===== config.mk =====
export PLATFORM = sky130hd
export DESIGN_NAME = bkp_domain_bank
export DESIGN_NICKNAME = d
export VERILOG_FILES = /design/src/rtl/bkp_pkg.sv /design/src/rtl/bkp_word_store.sv /design/src/rtl/bkp_tamper_sync.sv /design/src/rtl/bkp_pin_mux.sv /design/src/rtl/bkp_domain_bank.sv
export SDC_FILE = /design/constraint.sdc
export NUM_CORES = 1
export LEC_CHECK = 0
export ABC_AREA = 1
export BUFFER_PORTS_ARGS = -buffer_cell sky130_fd_sc_hd__buf_2
export CAP_MARGIN = 15
export CORE_ASPECT_RATIO = 0.5
export CORE_MARGIN = 1
export CORE_UTILIZATION = 60
export CTS_CLUSTER_DIAMETER = 80
export CTS_CLUSTER_SIZE = 30
export DETAILED_ROUTE_END_ITERATION = 12
export PLACE_DENSITY = 0.79
export SLEW_MARGIN = 15
export SYNTH_ARGS = -nofsm -noshare
export SYNTH_HDL_FRONTEND = slang
export SYNTH_SLANG_ARGS = --single-unit
export TNS_END_PERCENT = 20

===== constraint.sdc =====
create_clock -name clk -period 6.4 [get_ports clk]
set_clock_uncertainty 0.1 [all_clocks]
set_input_delay 1.28 -clock clk [delete_from_list [all_inputs] [get_ports clk]]
set_output_delay 1.28 -clock clk [all_outputs]
set_load 0.05 [all_outputs]

===== src/rtl/bkp_pkg.sv =====
package bkp_pkg;
  // Maps a byte offset to a data-word index, or -1 when no data word lives there.
  function automatic int word_index(input logic [7:0] a, input int lo_base, input int lo_n,
                                    input int hi_base, input int hi_n);
    int off;
    off = int'({a[7:2], 2'b00});
    if (off >= lo_base && off < lo_base + 4 * lo_n) return (off - lo_base) / 4;
    if (off >= hi_base && off < hi_base + 4 * hi_n) return lo_n + (off - hi_base) / 4;
    return -1;
  endfunction
endpackage


===== src/rtl/bkp_word_store.sv =====
module bkp_word_store #(
  parameter int NUM = 42,
  parameter int DW  = 16,
  localparam int IW = $clog2(NUM)
) (
  input  logic          clk,
  input  logic          rst_n,
  input  logic          wipe,
  input  logic          we,
  input  logic [IW-1:0] idx,
  input  logic [DW-1:0] wdata,
  output logic [DW-1:0] rword
);
  logic [DW-1:0] mem [NUM];

  always_ff @(posedge clk or negedge rst_n) begin
    if (!rst_n) begin
      for (int i = 0; i < NUM; i++) mem[i] <= '0;
    end else if (wipe) begin
      for (int i = 0; i < NUM; i++) mem[i] <= '0;
    end else if (we) begin
      for (int i = 0; i < NUM; i++)
        if (idx == IW'(i)) mem[i] <= wdata;
    end
  end

  always_comb begin
    rword = '0;
    for (int i = 0; i < NUM; i++)
      if (idx == IW'(i)) rword = mem[i];
  end
endmodule


===== src/rtl/bkp_tamper_sync.sv =====
module bkp_tamper_sync (
  input  logic clk,
  input  logic rst_n,
  input  logic pin_in,
  input  logic arm,
  output logic wipe
);
  logic s1_q, s2_q, s3_q;

  always_ff @(posedge clk or negedge rst_n) begin
    if (!rst_n) begin
      s1_q <= 1'b0;
      s2_q <= 1'b0;
      s3_q <= 1'b0;
    end else begin
      s1_q <= pin_in;
      s2_q <= s1_q;
      s3_q <= s2_q;
    end
  end

  // rising edge of the synchronized level, gated by the arm condition
  assign wipe = arm & s2_q & ~s3_q;
endmodule


===== src/rtl/bkp_pin_mux.sv =====
module bkp_pin_mux #(
  parameter int DIV_LOG2 = 6
) (
  input  logic clk,
  input  logic rst_n,
  input  logic clk_out_en,
  input  logic pulse_en,
  input  logic pulse_sel,
  input  logic alarm_evt,
  input  logic second_evt,
  output logic pin_out,
  output logic pin_oe
);
  logic [DIV_LOG2-1:0] div_q;
  logic src, src_prev_q, out_q;

  assign src = pulse_sel ? second_evt : alarm_evt;

  always_ff @(posedge clk or negedge rst_n) begin
    if (!rst_n) begin
      div_q      <= '0;
      src_prev_q <= 1'b0;
      out_q      <= 1'b0;
    end else begin
      div_q      <= div_q + 1'b1;
      src_prev_q <= src;
      if (clk_out_en)    out_q <= div_q[DIV_LOG2-1];
      else if (pulse_en) out_q <= src & ~src_prev_q;
      else               out_q <= 1'b0;
    end
  end

  assign pin_out = out_q;
  assign pin_oe  = clk_out_en | pulse_en;
endmodule


===== src/rtl/bkp_domain_bank.sv =====
module bkp_domain_bank #(
  parameter int NUM_LOW   = 10,
  parameter int NUM_HIGH  = 32,
  parameter int LOW_BASE  = 'h04,
  parameter int HIGH_BASE = 'h40,
  parameter int CTRL_OFF  = 'h2C,
  parameter int CAL_W     = 7,
  parameter int DIV_LOG2  = 6,
  parameter int DW        = 16
) (
  input  logic        clk,
  input  logic        bkp_rst_n,
  input  logic        vdd_rst_n,
  input  logic        bus_sel,
  input  logic        bus_wr,
  input  logic [7:0]  bus_addr,
  input  logic [31:0] bus_wdata,
  output logic [31:0] bus_rdata,
  input  logic        tamper_en,
  input  logic        tamper_in,
  input  logic        alarm_evt,
  input  logic        second_evt,
  output logic        pin_out,
  output logic        pin_oe
);
  import bkp_pkg::*;

  localparam int NUM     = NUM_LOW + NUM_HIGH;
  localparam int IW      = $clog2(NUM);
  localparam int CEN_BIT = CAL_W;
  localparam int PEN_BIT = CAL_W + 1;
  localparam int SEL_BIT = CAL_W + 2;

  int            widx_i;
  logic [IW-1:0] widx;
  logic          data_hit, ctrl_hit, wr_go, rd_go;
  logic [DW-1:0] word_rd, ctrl_word;
  logic [CAL_W-1:0] cal_q;
  logic          sel_q, pen_q, cen_q;
  logic          wipe;

  always_comb widx_i = word_index(bus_addr, LOW_BASE, NUM_LOW, HIGH_BASE, NUM_HIGH);
  assign widx     = widx_i[IW-1:0];
  assign data_hit = !bus_addr[1] && (widx_i >= 0);
  assign ctrl_hit = !bus_addr[1] && ({bus_addr[7:2], 2'b00} == CTRL_OFF[7:0]);
  assign wr_go    = bus_sel & bus_wr;
  assign rd_go    = bus_sel & ~bus_wr;

  bkp_word_store #(.NUM(NUM), .DW(DW)) u_store (
    .clk(clk), .rst_n(bkp_rst_n), .wipe(wipe), .we(wr_go & data_hit),
    .idx(widx), .wdata(bus_wdata[DW-1:0]), .rword(word_rd)
  );

  // fields cleared by the battery-domain reset
  always_ff @(posedge clk or negedge bkp_rst_n) begin
    if (!bkp_rst_n) begin
      cal_q <= '0;
      sel_q <= 1'b0;
      pen_q <= 1'b0;
    end else if (wr_go && ctrl_hit) begin
      cal_q <= bus_wdata[CAL_W-1:0];
      sel_q <= bus_wdata[SEL_BIT];
      pen_q <= bus_wdata[PEN_BIT];
    end
  end

  // clock-output enable follows the main-supply reset instead
  always_ff @(posedge clk or negedge vdd_rst_n) begin
    if (!vdd_rst_n)              cen_q <= 1'b0;
    else if (wr_go && ctrl_hit)  cen_q <= bus_wdata[CEN_BIT];
  end

  assign ctrl_word = {{(DW-CAL_W-3){1'b0}}, sel_q, pen_q, cen_q, cal_q};

  always_comb begin
    bus_rdata = '0;
    if (rd_go && data_hit)      bus_rdata = {{(32-DW){1'b0}}, word_rd};
    else if (rd_go && ctrl_hit) bus_rdata = {{(32-DW){1'b0}}, ctrl_word};
  end

  bkp_tamper_sync u_tamper (
    .clk(clk), .rst_n(bkp_rst_n), .pin_in(tamper_in),
    .arm(tamper_en & ~cen_q & ~pen_q), .wipe(wipe)
  );

  bkp_pin_mux #(.DIV_LOG2(DIV_LOG2)) u_pin (
    .clk(clk), .rst_n(vdd_rst_n), .clk_out_en(cen_q), .pulse_en(pen_q),
    .pulse_sel(sel_q), .alarm_evt(alarm_evt), .second_evt(second_evt),
    .pin_out(pin_out), .pin_oe(pin_oe)
  );
endmodule


==> flow_summary.ini <==
[global_routing]
antenna_found_initial = 1
vias_in_the_first_global_route = 24800
grt_first_pass_wirelength_um = 134000
global_route.usage.total_pct = 31.6
maximum_number_of_pins_on_one_net_before_global_route_repair = 162
globalRoute.totalOverflow = 0

[worst_setup_path]
crit_start = bus_addr[3]
endpoint_of_the_most_critical_register_to_register_path = u_store.mem[60]
reg2regPathDepth = 5
cpMostUsedCell = nand4_1
slowest_delay_ps = 180
crit_path_top_delay_cell = nor2_2
endpoint_kind = output port
crit_fanout = 7
rr_startpoint = cen_q
worst_setup_path_start_kind = primary input
cp.arrival_ps = 5980
timing.critical_path.required_ps = 5020
critical_path_class = primary input to output port
reg2reg_slack_ps = 3180

[min_path]
worst_hold_path_type = flip-flop to flip-flop
hold_path_startpoint = u_tamper.s1_q
min_path_cells = 0
min_to = u_tamper.s2_q

[clocking]
cts_tree = yes
cts_max_path_buffers = 3
tritoncts_num_sinks = 693
clock_insertion_delay_worst_skew_ps = 630
holdBufCountCts = 0
cts_inserted_buffers = 27
cts-root-buf = clkbuf_16
clk_pin_slew_ps = 120
clock_tree.htree_level_count = 1

[yosys]
syn_area_per_cell_um2 = 8.07
mappedNetlistArea_um2 = 31300
synthFlopType = dfrtp_1
post_synth_inst_count = 3879
async_reset_ff_share_pct = 100
seq_area_frac_synth_pct = 55.4
ys_types = 36
yosys_warnings = 0
synth_enable_flop_cells = 0
yosys_register_bits = 693

[drt]
detailroute.wirelength.met3_um = 7030
drt_pass1_iterations = 6
wl_met2_um = 38500
drc = 0
route.detailed.vias_per_inst = 5.74
vias = 26700
detail_route.wirelength.met1_um = 37000
dr.first_iter.drc_count = 3228
total_wirelength_of_the_detailed_routed_design_um = 84300
postRouteAntennaNets = 0
top_layer = met4
drt_wl_cell_um = 18.1

[sta]
timing.fmax_mhz = 136
finalSetupViolations = 16
tightestPinTransition_ps = 1260
grt_setup_unrepaired = yes
report.final.hold_viol_count = 0
post-route-period-util_pct = 115
setup_slack_ps = -956
fin_worst_hold_slack_ps = 285
fin_crit_ps = 7360
timing.slew.headroom_pct = 15.4
report.final.slew_viol_count = 0

[place]
routability_congestion_estimate_from_global_placement = 0.896
dpl_worst_slack_ps = -1070
io_buffer_count = 49
place.detailed.instances = 4592
dp_hpwl_um = 54800

[run_status]
status = complete, but fails checks
violations = setup timing

[final_layout]
fin_cells = 4659
multi_input_comb_area_um2 = 12900
finish.net_count = 4026
area_added_between_synthesis_and_finish_pct = 12.6
final.fill_count = 3892
ratio_of_cells_with_drive_above_1_in_the_final_layout_pct = 14.9
seqCellArea_um2 = 17300

[die]
die_area_um2 = 53100
core-area_um2 = 50900
floorplan.io_pins = 83
start_util_pct = 61.5
die_height_um = 163
std_cell_rows = 58
die_width_um = 325

[power]
post-layout-total-power_w = 0.00909
leakagePower_nw = 17.0
vdd.ir_drop.worst_uv = 207
power_density_nw_per_um2 = 258

[flow_run]
total_of_max_cap_violations = 0
worst max path at each step:
stage | endpoint | slack [ps] | cells past startpoint
2_1_floorplan | bus_rdata[12] | 180 | 32
3_3_place_gp | bus_rdata[3] | -1050 | 37
3_5_place_dp | bus_rdata[6] | -1070 | 38
4_1_cts | bus_rdata[6] | -840 | 38
5_1_grt | bus_rdata[7] | -1200 | 39
6_report | bus_rdata[6] | -960 | 39
power by group:
group,switching [W],internal [W]
combinational,0.000976,0.000504
sequential,0.000390,0.00508
clock,0.00136,0.000777
through the flow:
step                      util (%)  cell area [um2]  TNS [ps]
after floorplan                  -            31400         0
after global placement        65.7            33400    -15040
after detailed placement      65.7            33400    -15370
after CTS                     68.1            34600    -11850
after global routing          69.3            35200    -17460
final                         69.3            35200    -12690
kinds of logic (layout without fill, tap and decap cells):
| kind of cell | Yosys count | count (layout) | synth area share [%] |
|---|---|---|---|
| AOI/OAI and AO/OA | 801 | 801 | 12.8 |
| xor gates and xnor gates | 6 | 6 | 0.168 |
| other | 1 | 19 | 0.0120 |
| adders and majority gates | 12 | 12 | 0.480 |
| and+or+nand+nor | 1863 | 1865 | 24.6 |
| buffers and inverters | 502 | 572 | 6.44 |
| muxes | 1 | 1 | 0.0360 |
| DFF | 693 | 693 | 55.4 |
cell usage after synthesis (3+ instances only):
cell,count,area share [%]
nand3_1,68,1.1
nand2_4,4,0.14
a21oi_1,93,1.5
xor2_1,6,0.17
buf_4,16,0.38
nand2_2,11,0.22
nor2_2,4,0.080
nand3_4,3,0.17
ha_1,12,0.48
or2_2,57,1.1
dfrtp_1,693,55
buf_6,6,0.22
nand4_1,130,2.6
nor2_1,238,2.9
buf_2,7,0.11
inv_1,220,2.6
nand2_1,1333,16
o21ai_0,702,11
clkbuf_1,235,2.8
nor3_1,3,0.048
or2_0,3,0.060
nand3b_1,5,0.12
clkinv_1,7,0.084
inv_2,9,0.11
timing repair:
| action | 4_1_cts | 5_1_grt |
|---|---|---|
| gates resized for setup | 117 | 80 |
| pin swaps | 45 | 45 |
| endpoints found under the setup margin | 16 | 16 |
| buffers inserted | 18 | 14 |
| cloned | 2 | 0 |
cell type report:
cell class / instances / area share, %
Clock inverter: 3 / 0.131
Multi-Input combinational cell: 2701 / 36.6
Sequential cell: 693 / 49.2
Inverter: 236 / 2.59
Tap cell: 690 / 2.45
Timing Repair Buffer: 306 / 7.10
Clock buffer: 27 / 1.92
Antenna cell: 3 / 0.0213
sequential cells by signal, indices dropped and copies added (netlist names):
name              count
u_pin.div_q           6
cen_q                 1
u_pin.pin_out         1
u_pin.src_prev_q      1
u_tamper.s2_q         1
sel_q                 1
cal_q                 7
pen_q                 1
u_store.mem         672
u_tamper.s1_q         1
u_tamper.s3_q         1
critical path: cells and delay by family:
| kind | cells | cell delay [ps] |
|---|---|---|
| AOI/OAI and AO/OA | 1 | 140 |
| and+or+nand+nor | 30 | 3790 |
| buffers and inverters | 7 | 630 |
| adders and majority gates | 1 | 130 |
layout by cell type, fill, tap and decap left out, drive strengths merged:
cell | synthesis | layout
a21oi | 93 | 93
a32o | 1 | 1
and3 | 1 | 1
buf | 31 | 306
clkbuf | 235 | 27
clkinv | 7 | 9
clkinvlp | 0 | 1
conb | 1 | 16
dfrtp | 693 | 693
diode | 0 | 3
ha | 12 | 12
inv | 229 | 229
mux2 | 1 | 1
nand2 | 1348 | 1349
nand3 | 72 | 72
nand3b | 5 | 5
nand4 | 130 | 130
nor2 | 243 | 244
nor3 | 3 | 3
o21a | 1 | 1
o21ai | 704 | 704
o22ai | 2 | 2
or2 | 61 | 61
xor2 | 6 | 6
per-layer routing:
metal  up-vias  track usage [%]
met1     13100             46.3
met5         -                0
met2      1027             50.1
li1      12500                -
met3       124             4.81
met4         0             7.14
Note: power is estimated with default switching activity, not from simulation.
